`src/rtl/irqa_pkg.sv`:
```
package irqa_pkg;

    // Byte offsets of the register window
    localparam int unsigned OFS_PENDING = 32'h04;
    localparam int unsigned OFS_KILLALL = 32'h08;
    localparam int unsigned OFS_ENCLR   = 32'h0C;
    localparam int unsigned OFS_ENSET   = 32'h10;

    localparam int unsigned MAX_SRC = 32;

    typedef struct packed {
        logic [MAX_SRC-1:0] en;
    } mask_state_t;

    typedef struct packed {
        logic req;
    } req_state_t;

endpackage

```
`src/rtl/irqa_decode.sv`:
```
module irqa_decode #(
    parameter int unsigned AW = 8
) (
    input  logic          valid_i,
    input  logic          write_i,
    input  logic [AW-1:0] addr_i,
    output logic          rd_pend_o,
    output logic          wr_set_o,
    output logic          wr_clr_o,
    output logic          wr_kill_o
);
    import irqa_pkg::*;

    logic is_wr;
    logic is_rd;

    always_comb begin
        is_wr     = valid_i && write_i;
        is_rd     = valid_i && !write_i;
        rd_pend_o = is_rd && (addr_i == AW'(OFS_PENDING));
        wr_set_o  = is_wr && (addr_i == AW'(OFS_ENSET));
        wr_clr_o  = is_wr && (addr_i == AW'(OFS_ENCLR));
        wr_kill_o = is_wr && (addr_i == AW'(OFS_KILLALL));
    end

endmodule

```
`src/rtl/irqa_mask.sv`:
```
module irqa_mask #(
    parameter int unsigned NSRC = 32
) (
    input  logic            clk,
    input  logic            rst,
    input  logic            set_i,
    input  logic            clr_i,
    input  logic            kill_i,
    input  logic [NSRC-1:0] wdata_i,
    output logic [NSRC-1:0] en_o
);
    import irqa_pkg::*;

    mask_state_t st_d, st_q;

    always_comb begin
        st_d = st_q;
        for (int i = 0; i < NSRC; i++) begin
            if (set_i && wdata_i[i]) st_d.en[i] = 1'b1;
            if (clr_i && wdata_i[i]) st_d.en[i] = 1'b0;
        end
        // clearing everything wins over any per-bit update
        if (kill_i) st_d.en = '0;
    end

    always_ff @(posedge clk) begin
        if (rst) st_q <= '0;
        else     st_q <= st_d;
    end

    assign en_o = st_q.en[NSRC-1:0];

    assert_set_R2: assert property (@(posedge clk) disable iff (rst)
        set_i && !kill_i |=> ((en_o & $past(wdata_i)) == $past(wdata_i)));

    assert_setkeep_R2: assert property (@(posedge clk) disable iff (rst)
        set_i && !kill_i |=> ((en_o & ~$past(wdata_i)) == ($past(en_o) & ~$past(wdata_i))));

    assert_clr_R3: assert property (@(posedge clk) disable iff (rst)
        clr_i |=> ((en_o & $past(wdata_i)) == '0));

    assert_clrkeep_R3: assert property (@(posedge clk) disable iff (rst)
        clr_i && !kill_i |=> ((en_o & ~$past(wdata_i)) == ($past(en_o) & ~$past(wdata_i))));

    assert_kill_R4: assert property (@(posedge clk) disable iff (rst)
        kill_i |=> (en_o == '0));

    assert_hold_R9: assert property (@(posedge clk) disable iff (rst)
        !(set_i || clr_i || kill_i) |=> $stable(en_o));

endmodule

```
`src/rtl/irqa_combine.sv`:
```
module irqa_combine #(
    parameter int unsigned NSRC = 32
) (
    input  logic            clk,
    input  logic            rst,
    input  logic [NSRC-1:0] src_i,
    input  logic [NSRC-1:0] en_i,
    output logic [NSRC-1:0] pend_o,
    output logic            req_o
);
    import irqa_pkg::*;

    req_state_t r_d, r_q;

    always_comb begin
        pend_o  = src_i & en_i;
        r_d.req = |pend_o;
    end

    always_ff @(posedge clk) begin
        if (rst) r_q <= '0;
        else     r_q <= r_d;
    end

    assign req_o = r_q.req;

    assert_req_R7: assert property (@(posedge clk) disable iff (rst)
        1'b1 |=> (req_o == |($past(src_i) & $past(en_i))));

    assert_pendsub_R6: assert property (@(posedge clk) disable iff (rst)
        ((pend_o & ~src_i) == '0) && ((pend_o & ~en_i) == '0));

endmodule

```
`src/rtl/irq_aggregator.sv`:
```
module irq_aggregator #(
    parameter int unsigned NSRC = 32,
    parameter int unsigned AW   = 8
) (
    input  logic            clk,
    input  logic            rst,
    input  logic [NSRC-1:0] irq_src,
    input  logic            bus_valid,
    input  logic            bus_write,
    input  logic [AW-1:0]   bus_addr,
    input  logic [NSRC-1:0] bus_wdata,
    output logic [NSRC-1:0] bus_rdata,
    output logic            irq_out
);
    import irqa_pkg::*;

    logic            rd_pend, wr_set, wr_clr, wr_kill;
    logic [NSRC-1:0] en_q;
    logic [NSRC-1:0] pend;

    irqa_decode #(.AW(AW)) u_dec (
        .valid_i   (bus_valid),
        .write_i   (bus_write),
        .addr_i    (bus_addr),
        .rd_pend_o (rd_pend),
        .wr_set_o  (wr_set),
        .wr_clr_o  (wr_clr),
        .wr_kill_o (wr_kill)
    );

    irqa_mask #(.NSRC(NSRC)) u_mask (
        .clk     (clk),
        .rst     (rst),
        .set_i   (wr_set),
        .clr_i   (wr_clr),
        .kill_i  (wr_kill),
        .wdata_i (bus_wdata),
        .en_o    (en_q)
    );

    irqa_combine #(.NSRC(NSRC)) u_comb (
        .clk    (clk),
        .rst    (rst),
        .src_i  (irq_src),
        .en_i   (en_q),
        .pend_o (pend),
        .req_o  (irq_out)
    );

    assign bus_rdata = rd_pend ? pend : '0;

    assert_rdzero_R8: assert property (@(posedge clk) disable iff (rst)
        !(bus_valid && !bus_write && bus_addr == AW'(OFS_PENDING)) |-> (bus_rdata == '0));

    assert_rdpend_R5: assert property (@(posedge clk) disable iff (rst)
        (bus_valid && !bus_write && bus_addr == AW'(OFS_PENDING)) |-> ((bus_rdata & ~irq_src) == '0));

    assert_strobe_R9: assert property (@(posedge clk) disable iff (rst)
        $onehot0({rd_pend, wr_set, wr_clr, wr_kill}));

endmodule

```
`config.mk`:
```
export PLATFORM = sky130hd
export DESIGN_NAME = irq_aggregator
export DESIGN_NICKNAME = d
export VERILOG_FILES = /design/src/rtl/irqa_pkg.sv /design/src/rtl/irqa_decode.sv /design/src/rtl/irqa_mask.sv /design/src/rtl/irqa_combine.sv /design/src/rtl/irq_aggregator.sv
export SDC_FILE = /design/constraint.sdc
export NUM_CORES = 1
export LEC_CHECK = 0
export ABC_AREA = 1
export BUFFER_PORTS_ARGS = -buffer_cell sky130_fd_sc_hd__buf_2
export CAP_MARGIN = 20
export CORE_MARGIN = 2
export CORE_UTILIZATION = 41
export CTS_BUF_LIST = sky130_fd_sc_hd__clkbuf_8
export DETAILED_ROUTE_END_ITERATION = 6
export GPL_TIMING_DRIVEN = 0
export PLACE_DENSITY = 0.86
export SYNTH_ARGS = -nofsm -noshare
export SYNTH_HDL_FRONTEND = slang
export SYNTH_SLANG_ARGS = --single-unit
```
`constraint.sdc`:
```
create_clock -name clk -period 0.9 [get_ports clk]
set_clock_uncertainty 0.15 [all_clocks]
set_input_delay 0 -clock clk [delete_from_list [all_inputs] [get_ports clk]]
set_output_delay 0 -clock clk [all_outputs]
set_load 0.005 [all_outputs]
```
==> out/results.txt <==
Run status = complete, but fails checks
Failing checks = negative hold slack, negative setup slack
Largest net degree at the start of global routing = 11
First-pass DRT Iterations = 7
Peak VDD IR = 0.497 mV
Final count of hold timing violations = 7
Total vias in the final route = 2703
I/O pin total = 109
Core area = 0.00441 mm2
RSZ-0062 raised after global routing = true
Minimum clock period = 1.25 ns
Setup crit start kind = input port
Initial Utilization = 43.0%
CP Max Fanout = 5
Synthesis warning total = 0
Crit path required time = 0.75 ns
Ant diodes = 0
Final ANT Viol Nets = 0
CTS Hold Bufs = 32
FMAX = 0.802 GHz
Wirelength, routed = 8.25 mm
Most frequent cells in the layout = 98 x buf_2, 44 x nand2_2, 37 x nor2_1
CP endpoint kind = primary output
Reg area = 701 um2
Vias/cell = 5.21
Die area = 0.00519 mm2
LEAKAGE = 0.00176 uW
Tcrit/Tclk final = 139%
Chip Height = 72.0 um
Slew HR = 78.2%
Wire length per cell = 15.9 um
Worst skew pair latency = 0.29 ns
Total of max-cap violations = 0
Post-Synthesis Cells = 292
Number of port buffers = 108
DRT iter0 DRCs = 191
Mapped Area = 0.00190 mm2
TritonCTS clock tree = built
CTS Root Cell = clkbuf_8
Worst hold slack = -0.235 ns
# H-tree levels = 2
FF+latch count, synth = 33
Routability cong. = 0.757
CTS Buf Count = 5
Crit path DAT = 1.10 ns
Syn Area/Cell = 6.50 um2
Residual DRC = 0
Global-route wire length before repair = 11.6 mm
Final setup vio count = 65
Finished Cell Area = 0.00370 mm2
Slew Viols, Final = 0
Fillcell total = 247
Gr ovfl total = 0
Seq/Total Area, Yosys = 34.8%
Area Growth Syn to Fin = 94.8%
DIE WIDTH = 72.0 um
Initial antenna violation count = 0
Commonest non-fill, non-tap cell in the layout = buf_2
Final setup TNS = -12.40 ns
Reg clk slew, reported paths = 0.07 ns
Syn_nets = 368
DP HPWL = 4.03 mm
Vias in the first global route = 2606
Layout cells sized above 1 = 64.0%
Placed cell areas = 0.00252 mm2
Setup Crit Path Kind = input port to primary output
Multi-input logic area = 0.00146 mm2
PD cells = 857 mW/mm2
Clock buffer depth = 2
Worst min-delay path class = input port to register
Worst setup margin = -0.347 ns
Row cnt = 24
Nets = 542
Total Routing Usage GR = 28.8%
TritonCTS Sinks = 33
Worst-Margin Slew = 0.327 ns
Distinct cells, synth = 19
==> stage by stage <==
| stage | cells | utilization [%] | hold WS, ns | total power [uW] | setup slack [ns] |
|---|---|---|---|---|---|
| after CTS | 513 | 76.6 | -0.251 | 3100 | -0.178 |
| final | 519 | 83.8 | -0.235 | 3170 | -0.347 |
| after floorplan | 292 | - | -0.0809 | 1620 | -0.0506 |
| after global routing | 519 | 83.8 | -0.229 | 3250 | -0.379 |
| after detailed placement | 452 | 57.2 | 0.0600 | 1840 | -0.323 |
| after global placement | 452 | 57.2 | 0.0572 | 1830 | -0.315 |
==> path summary, 6_finish.rpt <==
check | slack (ns) | end | cells past startpoint | from
max | -0.35 | bus_rdata[28] | 8 | bus_addr[2]
min | -0.23 | u_comb.req_o$_SDFF_PP0_ | 2 | rst
min reg2reg | 0.32 | u_mask.en_o[8]$_SDFFE_PP0P_ | 2 | u_mask.en_o[8]$_SDFFE_PP0P_
max reg2reg | -0.25 | u_comb.req_o$_SDFF_PP0_ | 6 | u_mask.en_o[28]$_SDFFE_PP0P_
==> cells in the mapped netlist (all sizes together) <==
cell type | n | area [um2]
dfxtp | 33 | 661
nand4 | 1 | 6.26
inv | 4 | 15.0
nor3 | 1 | 5.00
nand2 | 89 | 374
nand3 | 33 | 170
buf | 12 | 105
clkbuf | 3 | 11.3
a21oi | 34 | 181
nor2 | 82 | 369
==> power by group <==
group	switching (uW)	total (uW)	leakage [uW]	internal, uW
clock	571	1100	0.0000491	524
sequential	0.765	1460	0.000282	1460
combinational	278	612	0.00143	334
==> area by class of cell <==
type	instances	share of cell area [%]
sequential	33	19.0
inverter	4	0.406
tap	52	1.76
multi-input combinational	240	39.5
clock inverter	3	0.372
clock buffer	5	1.86
buffer	12	3.55
timing repair buffer	170	33.6
==> registers in the layout, summed over array words and instances (netlist names) <==
name / count
u_mask.en_o: 32
u_comb.req_o: 1
==> metal layers <==
metal	up-vias	share of wire [%]	GRT usage [%]
li1	1284	-	-
met1	1239	35	29.5
met2	156	55	57.1
met3	24	7.5	5.28
met4	0	2.5	10.5
met5	-	0	0
==> kinds of logic (layout without fill, tap and decap cells) <==
family / after synthesis / count (layout) / share of synthesized area (%)
AO/OA/AOI/OAI: 34 / 34 / 9.56
flip-flops: 33 / 33 / 34.8
buffers and inverters: 19 / 194 / 6.92
AND/OR/NAND/NOR: 206 / 206 / 48.7
==> worst max-delay path, stage by stage <==
cell,delay [ns]
buf_6,0.09
nand2_2,0.07
nor3_4,0.13
nand4_1,0.19
buf_6,0.21
buf_12,0.15
nor2_4,0.11
buf_2,0.14
==> repair_timing <==
item / 4_1_cts / 5_1_grt
pin swaps: 48 / 26
gates cloned: 5 / 3
resized for setup: 100 / 94
hold endpoints to repair: 33 / 7
buffers inserted: 17 / 6
endpoints found under the setup margin: 51 / 65
No activity file was read; power rests on OpenSTA's default activity.
